`config.mk`:
```
export PLATFORM = sky130hd
export DESIGN_NAME = rsp_tx_ctrl
export DESIGN_NICKNAME = d
export VERILOG_FILES = /design/src/rtl/rsp_tx_pkg.sv /design/src/rtl/rsp_tx_gate.sv /design/src/rtl/rsp_tx_seq.sv /design/src/rtl/rsp_tx_report.sv /design/src/rtl/rsp_tx_ctrl.sv
export SDC_FILE = /design/constraint.sdc
export NUM_CORES = 1
export LEC_CHECK = 0
export BUFFER_PORTS_ARGS = -buffer_cell sky130_fd_sc_hd__buf_2
export CORE_AREA = 8 8 45 47
export CTS_CLUSTER_SIZE = 14
export DETAILED_ROUTE_END_ITERATION = 10
export DIE_AREA = 0 0 53 55
export GPL_ROUTABILITY_DRIVEN = 0
export PLACE_DENSITY = 0.58
export SYNTH_ARGS = -nofsm -noshare
export SYNTH_HDL_FRONTEND = slang
export SYNTH_SLANG_ARGS = --single-unit
```
`constraint.sdc`:
```
create_clock -name clk -period 1.4 [get_ports clk]
set_clock_uncertainty 0.2 [all_clocks]
set_input_delay 0.28 -clock clk [delete_from_list [all_inputs] [get_ports clk]]
set_output_delay 0.28 -clock clk [all_outputs]
set_load 0.01 [all_outputs]
```
`src/rtl/rsp_tx_pkg.sv`:
```
package rsp_tx_pkg;

   typedef enum logic [1:0] {
      SEQ_IDLE = 2'd0,
      SEQ_WAIT = 2'd1,
      SEQ_PHY  = 2'd2
   } seq_state_t;

   localparam logic [1:0] RES_NONE = 2'b00;
   localparam logic [1:0] RES_SENT = 2'b01;
   localparam logic [1:0] RES_SKIP = 2'b10;

endpackage

```
`src/rtl/rsp_tx_gate.sv`:
```
module rsp_tx_gate #(
   parameter bit GATE_EN = 1'b1
) (
   input  logic need_idle,
   input  logic medium_idle,
   output logic clear_to_send
);

   generate
      if (GATE_EN) begin : g_gate
         always_comb clear_to_send = !need_idle || medium_idle;
      end else begin : g_nogate
         logic unused_gate_in;
         always_comb unused_gate_in = need_idle ^ medium_idle;
         always_comb clear_to_send  = 1'b1;
      end
   endgenerate

endmodule

```
`src/rtl/rsp_tx_seq.sv`:
```
module rsp_tx_seq
   import rsp_tx_pkg::*;
(
   input  logic       clk,
   input  logic       rst_n,
   input  logic       start,
   input  logic       use_wait,
   input  logic       need_idle,
   input  logic       timer_done,
   input  logic       phy_tx_done,
   input  logic       clear_to_send,
   output logic       eff_need_idle,
   output logic       accept,
   output logic       fire,
   output logic       skip,
   output logic       finish,
   output seq_state_t state
);

   seq_state_t state_nx;
   logic       need_idle_q;
   logic       decide;

   always_comb begin
      accept        = (state == SEQ_IDLE) && start;
      eff_need_idle = (state == SEQ_IDLE) ? need_idle : need_idle_q;
      decide        = (accept && !use_wait) || ((state == SEQ_WAIT) && timer_done);
      fire          = decide && clear_to_send;
      skip          = decide && !clear_to_send;
      finish        = (state == SEQ_PHY) && phy_tx_done;
   end

   always_comb begin
      state_nx = state;
      unique case (state)
         SEQ_IDLE: if (accept) state_nx = use_wait ? SEQ_WAIT : (clear_to_send ? SEQ_PHY : SEQ_IDLE);
         SEQ_WAIT: if (timer_done) state_nx = clear_to_send ? SEQ_PHY : SEQ_IDLE;
         SEQ_PHY:  if (phy_tx_done) state_nx = SEQ_IDLE;
         default:  state_nx = SEQ_IDLE;
      endcase
   end

   always_ff @(posedge clk) begin
      if (!rst_n) begin
         state       <= SEQ_IDLE;
         need_idle_q <= 1'b0;
      end else begin
         state <= state_nx;
         if (accept) need_idle_q <= need_idle;
      end
   end

   // a strobe while a command runs neither ends nor restarts it
   assert_ignore_start_R9: assert property (@(posedge clk) disable iff (!rst_n)
      (state != SEQ_IDLE && start && !timer_done && !phy_tx_done) |=> (state == $past(state)));

   // with no start, an idle sequencer stays idle whatever the other strobes do
   assert_idle_stays_R10: assert property (@(posedge clk) disable iff (!rst_n)
      (state == SEQ_IDLE && !start) |=> (state == SEQ_IDLE));

   assert_legal_state_R1: assert property (@(posedge clk) disable iff (!rst_n)
      (state != 2'd3));

endmodule

```
`src/rtl/rsp_tx_report.sv`:
```
module rsp_tx_report
   import rsp_tx_pkg::*;
#(
   parameter int RESULT_W = 2
) (
   input  logic                clk,
   input  logic                rst_n,
   input  logic                accept,
   input  logic                fire,
   input  logic                skip,
   input  logic                finish,
   output logic                phy_start_q,
   output logic                done_q,
   output logic [RESULT_W-1:0] result_q
);

   localparam logic [RESULT_W-1:0] CODE_NONE = RESULT_W'(RES_NONE);
   localparam logic [RESULT_W-1:0] CODE_SENT = RESULT_W'(RES_SENT);
   localparam logic [RESULT_W-1:0] CODE_SKIP = RESULT_W'(RES_SKIP);

   always_ff @(posedge clk) begin
      if (!rst_n) begin
         phy_start_q <= 1'b0;
         done_q      <= 1'b0;
         result_q    <= CODE_NONE;
      end else begin
         phy_start_q <= fire;
         done_q      <= skip || finish;
         if (skip)        result_q <= CODE_SKIP;
         else if (finish) result_q <= CODE_SENT;
         else if (accept) result_q <= CODE_NONE;
      end
   end

endmodule

```
`src/rtl/rsp_tx_ctrl.sv`:
```
module rsp_tx_ctrl
   import rsp_tx_pkg::*;
#(
   parameter int RESULT_W = 2,
   parameter bit GATE_EN  = 1'b1
) (
   input  logic                clk,
   input  logic                rst_n,
   input  logic                start,
   input  logic                use_wait,
   input  logic                need_idle,
   input  logic                timer_done,
   input  logic                medium_idle,
   input  logic                phy_tx_done,
   output logic                phy_tx_start,
   output logic                busy,
   output logic                done,
   output logic [RESULT_W-1:0] result
);

   generate
      if (RESULT_W < 2) begin : g_bad_width
         $error("rsp_tx_ctrl: RESULT_W must be at least 2");
      end
   endgenerate

   seq_state_t state;
   logic       eff_need_idle;
   logic       clear_to_send;
   logic       accept;
   logic       fire;
   logic       skip;
   logic       finish;

   rsp_tx_gate #(.GATE_EN(GATE_EN)) u_gate (
      .need_idle     (eff_need_idle),
      .medium_idle   (medium_idle),
      .clear_to_send (clear_to_send)
   );

   rsp_tx_seq u_seq (
      .clk           (clk),
      .rst_n         (rst_n),
      .start         (start),
      .use_wait      (use_wait),
      .need_idle     (need_idle),
      .timer_done    (timer_done),
      .phy_tx_done   (phy_tx_done),
      .clear_to_send (clear_to_send),
      .eff_need_idle (eff_need_idle),
      .accept        (accept),
      .fire          (fire),
      .skip          (skip),
      .finish        (finish),
      .state         (state)
   );

   rsp_tx_report #(.RESULT_W(RESULT_W)) u_report (
      .clk         (clk),
      .rst_n       (rst_n),
      .accept      (accept),
      .fire        (fire),
      .skip        (skip),
      .finish      (finish),
      .phy_start_q (phy_tx_start),
      .done_q      (done),
      .result_q    (result)
   );

   always_comb busy = (state != SEQ_IDLE);

   // transmit request is a single-cycle pulse
   assert_phy_pulse_R4: assert property (@(posedge clk) disable iff (!rst_n)
      phy_tx_start |=> !phy_tx_start);

   // the request only appears while a command is in progress
   assert_phy_in_cmd_R4: assert property (@(posedge clk) disable iff (!rst_n)
      phy_tx_start |-> busy);

   // a skipped command never requests transmission
   assert_skip_no_tx_R5: assert property (@(posedge clk) disable iff (!rst_n)
      (done && result == RESULT_W'(RES_SKIP)) |-> (!phy_tx_start && !busy));

   // completion leaves the block idle, no trailing timeout
   assert_sent_idle_R7: assert property (@(posedge clk) disable iff (!rst_n)
      (done && result == RESULT_W'(RES_SENT)) |-> !busy);

   // result holds while idle and no start arrives
   assert_result_hold_R8: assert property (@(posedge clk) disable iff (!rst_n)
      (!busy && !start) |=> $stable(result));

endmodule

```
======== After elaboration in Yosys (flattened, before gate mapping) ========
Cells that the tools add are included.
word-level totals
  bits in registers ....................... 7
  bits of input ports ..................... 8
cells by class
  bitwise logic cells ..................... 1
  reduce and logical (&&, ||, !) cells .... 18
  mux-type cells .......................... 10
  equality and inequality tests ........... 5
operator list
  operator                                       number
  two-way mux 2 bit                              8
  logical AND 1 bit                              6
  != test 2 bit, second input constant           3
  one-hot mux 2 bit (3 select lines)             1
  nonzero test 2 bit                             2
  zero test 1 bit                                3
  logical OR 1 bit                               3
  AND reduction 3 bit                            1
  nonzero test 3 bit                             1
  == test 2 x 1 -> 1 bit, second input constant  1
  == test 2 bit, second input constant           1
  zero test 2 bit                                1
  OR reduction 2 bit                             1
  two-way mux 1 bit                              1
  NOT 1 bit                                      1

======== Logic depth before layout (Yosys ltp) ========
  depth in word-level cells ............... 8
  depth in mapped cells ................... 4

======== Cells and area by module ========
Synthesis repeated with hierarchy kept, for this count alone.
second synthesis, totals
  cells, all modules ...................... 38
  area, all modules ....................... 372.9 sq um
by module, submodules not included
  module         cells an instance  area each (sq um)  times used  sequential area each (sq um)
  rsp_tx_seq     25                 226.5              1           60.1
  rsp_tx_report  11                 133.9              1           80.1
  rsp_tx_ctrl    1                  6.3                1           0.0
  rsp_tx_gate    1                  6.3                1           0.0

======== Worst setup path after synthesis ========
No wires, ideal clock.
  path type ............................... flip-flop to flip-flop
  from .................................... reg u_seq.state[0]
  to ...................................... reg u_report.result_q[0]
  setup time .............................. 116 ps
  data required time ...................... 1084 ps
  setup slack ............................. 50 ps
  clock period less this slack ............ 1350 ps
  cell stages (with the launch flop) ...... 5
  arrival time ............................ 1035 ps
  buffers on the path ..................... 0
  cell sequence ........................... dfxtp_1 > nor4b_1 > a31oi_1 > nand3b_4 > and3_1
between the ends
  longest elaborated chain between the ends .. 7
  elaborated cells on any way between the ends .. 16
  those cells by class .................... 2 x eq/ne; 2 x mux; 12 x reduce/logical
RTL lines
  element                              RTL line                            RTL
  from (decl)                          rsp_tx_seq.sv:17                    output seq_state_t state
  from (signal assigned)               rsp_tx_seq.sv:48                    state <= state_nx;
  zero test 2 bit                      rsp_tx_seq.sv:25, rsp_tx_seq.sv:26
  two-way mux 1 bit                    rsp_tx_seq.sv:26                    eff_need_idle = (state == SEQ_IDLE) ? need_idle : need_idle_q;
  zero test 1 bit                      rsp_tx_gate.sv:11                   always_comb clear_to_send = !need_idle || medium_idle;
  logical OR 1 bit                     rsp_tx_gate.sv:11
  zero test 1 bit                      rsp_tx_seq.sv:29                    skip = decide && !clear_to_send;
  logical AND 1 bit                    rsp_tx_seq.sv:29
  OR reduction 2 bit (no source line)  n/a
  to (signal assigned)                 rsp_tx_report.sv:25                 result_q <= CODE_NONE;
  to (signal assigned)                 rsp_tx_report.sv:29                 if (skip) result_q <= CODE_SKIP;
  to (signal assigned)                 rsp_tx_report.sv:30                 else if (finish) result_q <= CODE_SENT;
  to (decl)                            rsp_tx_report.sv:14                 output logic [RESULT_W-1:0] result_q
Several ways; a longest one is shown, not always the timed one.
A chain may end at the register's enable or synchronous reset.

======== Final worst setup path ========
  from .................................... reg u_seq.state[0]
  to ...................................... out busy
between the ends
  longest elaborated chain between the ends .. 1
RTL lines
  element             RTL line           RTL
  nonzero test 2 bit  rsp_tx_ctrl.sv:70  always_comb busy = (state != SEQ_IDLE);
  to (decl)           rsp_tx_ctrl.sv:16  output logic busy,
Every way passes these cells.

==> results.sh <==
export IMPL_fin_crit_sh_pct=102
export IMPL_synth_warning_count=0
export IMPL_synth_area_leaders="dfxtp_1 42%, mux2i_1 6.0%, nand3b_4 6.0%"
export IMPL_fin_setup_tns_ns=-0.0440
export IMPL_via_per_inst=4.41
export IMPL_postCtsHoldBufs=0
export IMPL_postRouteAntennaNets=0
export IMPL_max_cap_violations=0
export IMPL_switching_power_w=0.000130
export IMPL_clock_fmax_mhz=699
export IMPL_yosys_area_share_simple_pct=23.5
export IMPL_final_common_cell="buf_2"
export IMPL_finalWorstPathRequiredPeriod_ns=1.43
export IMPL_regArea_um2=143
export IMPL_grt_ovfl_total=0
export IMPL_ys_seq_elements=7
export IMPL_pre_cts_ws_ns=0.000000666
export IMPL_tritoncts="built"
export IMPL_synth_distinct_cells=19
export IMPL_stdcell_area_um2=493
export IMPL_worst_slew_margin_rel_pct=80.6
export IMPL_timing_final_ws_setup_ns=-0.0316
export IMPL_nNetsFinal=66
export IMPL_yosysTopAreaCell="dfxtp_1"
export IMPL_ctsLongestPathBuffers=2
export IMPL_leakage_nw=0.251
export IMPL_grt_use_total_pct=6.40
export IMPL_cts_made_buffers=3
export IMPL_end_kind="primary output"
export IMPL_first_iter_violations=4
export IMPL_critPathMaxFanout=4
export IMPL_crit_buf_inv=3
export IMPL_comb_power_share_pct=21.2
export IMPL_critPathSlowestCell="dfxtp_2"
export IMPL_power_frac_seq_pct=43.1
export IMPL_wl_per_cell_um=11.4
export IMPL_root_buffer="clkbuf_4"
export IMPL_synth_seq_area_share_pct=41.8
export IMPL_synth_mux_area_fraction_pct=10.4
export IMPL_syn_inst=36
export IMPL_drc=0
export IMPL_diodes=0
export IMPL_synth_top_family_by_area="simple AND/OR/NAND/NOR gates"
export IMPL_final_util_pct=35.6
export IMPL_die_w_um=53
export IMPL_pwr_share_clk_pct=35.7
export IMPL_synth_xor_area_share_pct=0
export IMPL_synth_nets=44
export IMPL_hold_viol_final=0
export IMPL_final_max_slew_viol_count=0
export IMPL_drt_pre_antenna_iters=2
export IMPL_synth_fa_ha_area_share_pct=0
export IMPL_drive_gt1_share_pct=47.4
export IMPL_fillers=152
export IMPL_synth_compound_area_share_pct=18.7
export IMPL_rows=14
export IMPL_path_delay_family="flip-flops"
export IMPL_powerDensity_nw_per_um2=1030
export IMPL_wl_um=834
export IMPL_internal_power_w=0.000379
export IMPL_critPathLaunchType="flop"
export IMPL_grt_pass1_vias=364
export IMPL_layout_common_cells="11 x buf_2, 5 x buf_4, 5 x dfxtp_1"
export IMPL_port_buffers=12
export IMPL_crit_path_max_incr_delay_ns=0.34
export IMPL_rsz0062_at_grt="yes"
export IMPL_postSynthAreaPerCell_um2=9.31
export IMPL_die_y_um=55
export IMPL_setup_violations=2
export IMPL_multi_input_area_um2=181
export IMPL_grt_max_degree=8
export IMPL_max_slew_worst_pin_slew_ns=0.290
export IMPL_synth_area_um2=335
export IMPL_required_ns=0.92
export IMPL_antenna_found_initial=0
export IMPL_arrival_ns=0.95
export IMPL_synth_top_cell_area_share_pct=41.8
export IMPL_min_path_type="in -> reg"
export IMPL_place_area_um2=445
export IMPL_clkLatencyLatePin_ns=0.25
export IMPL_clk_pin_slew_ns=0.05
export IMPL_htree_num_levels=1
export IMPL_outcome="finished with violations"
export IMPL_crit_type="reg -> out"
export IMPL_path_cells="nor2_4 -> buf_4 -> inv_2 -> buf_6"
export IMPL_grt_pass1_wl_mm=1.37
export IMPL_coreArea_um2=1380
export IMPL_dieArea_um2=2920
export IMPL_switching_share_pct=25.5
export IMPL_num_vias=322
export IMPL_hpwl_um=660
export IMPL_peakVddDrop_mv=0.538
export IMPL_cts_sinks=7
export IMPL_ios=13
export IMPL_violations="setup timing"
export IMPL_initial_core_util_pct=24.2
export IMPL_syn_to_final_growth_pct=47.0
repair_timing:
item / CTS / global route
endpoints found under the setup margin: 2 / 6
pin swaps: 4 / 1
resized for setup: 3 / 2
setup buffers: 1 / 0
through the flow:
step           total power [W]  cells  hold slack (ns)
2_1_floorplan         0.000274     36            0.198
3_3_place_gp          0.000317     68            0.274
3_5_place_dp          0.000318     68            0.271
4_1_cts               0.000517     73            0.103
5_1_grt               0.000549     73            0.104
6_report              0.000509     73            0.105
power by group through the flow:
stage	clock network [W]	logic [W]	registers, W
final	0.000182	0.000108	0.000220
after global routing	0.000208	0.000119	0.000221
after CTS	0.000192	0.000108	0.000218
after detailed placement	0	0.0000968	0.000221
after global placement	0	0.0000960	0.000221
after floorplan	0	0.0000498	0.000225
synthesized netlist by cell type:
library cell and instances:
nand3_1 2, nor4b_1 1, dfxtp_1 7, a21oi_2 1, and3_1 2, nor2b_1 1
and2_1 1, o21ai_0 4, nor3_1 1, a21oi_1 1, mux2_4 1, inv_1 5
nand3b_4 1, a31oi_1 1, a21boi_1 2, nor2_2 1, mux2i_1 2, nand2_1 1
o21a_1 1
worst reg2reg max path, cell delays in order, from the launching register on:
cell     delay, ns
dfxtp_2       0.34
nor2_4        0.11
buf_4         0.11
mux2_4        0.32
a21oi_2       0.15
and2_1        0.13
kinds of logic after synthesis:
family | Yosys count
AOI/OAI and AO/OA | 10
and+or+nand+nor | 11
DFF | 7
muxes | 3
buffers and inverters | 5
path summary, 6_finish.rpt:
check                       startpoint              endpoint  slack [ns]  cells past startpoint
hold reg to reg   u_report.result_q[1]  u_report.result_q[1]        0.27                      2
setup / recovery        u_seq.state[0]                  busy       -0.03                      4
hold / removal                   rst_n        u_seq.state[1]        0.11                      2
setup reg to reg        u_seq.state[0]  u_report.phy_start_q       -0.01                      5
state kept, by name, summed over array words and instances (netlist names):
signal and flops:
u_seq.need_idle_q 1, u_report.phy_start_q 1, u_report.result_q 2, u_seq.state 2
u_report.done_q 1
metal layers:
| metal | wire (um) | track usage [%] | part of all wire, % | vias to the layer above |
|---|---|---|---|---|
| met3 | 40 | 2.67 | 4.8 | 0 |
| met4 | 0 | 3.88 | 0 | 0 |
| met1 | 302 | 5.78 | 36 | 149 |
| met2 | 491 | 11.7 | 59 | 6 |
| li1 | - | - | - | 167 |
| met5 | 0 | 0 | 0 | - |
layout make-up:
cell class / instances / area share, %
multi-input cells: 24 / 36.8
clock buffers: 4 / 5.33
repair buffers: 17 / 21.1
flip-flops and latches: 7 / 28.9
well taps: 16 / 4.06
inverters: 5 / 3.81
Power figures use the tool's default switching activity.
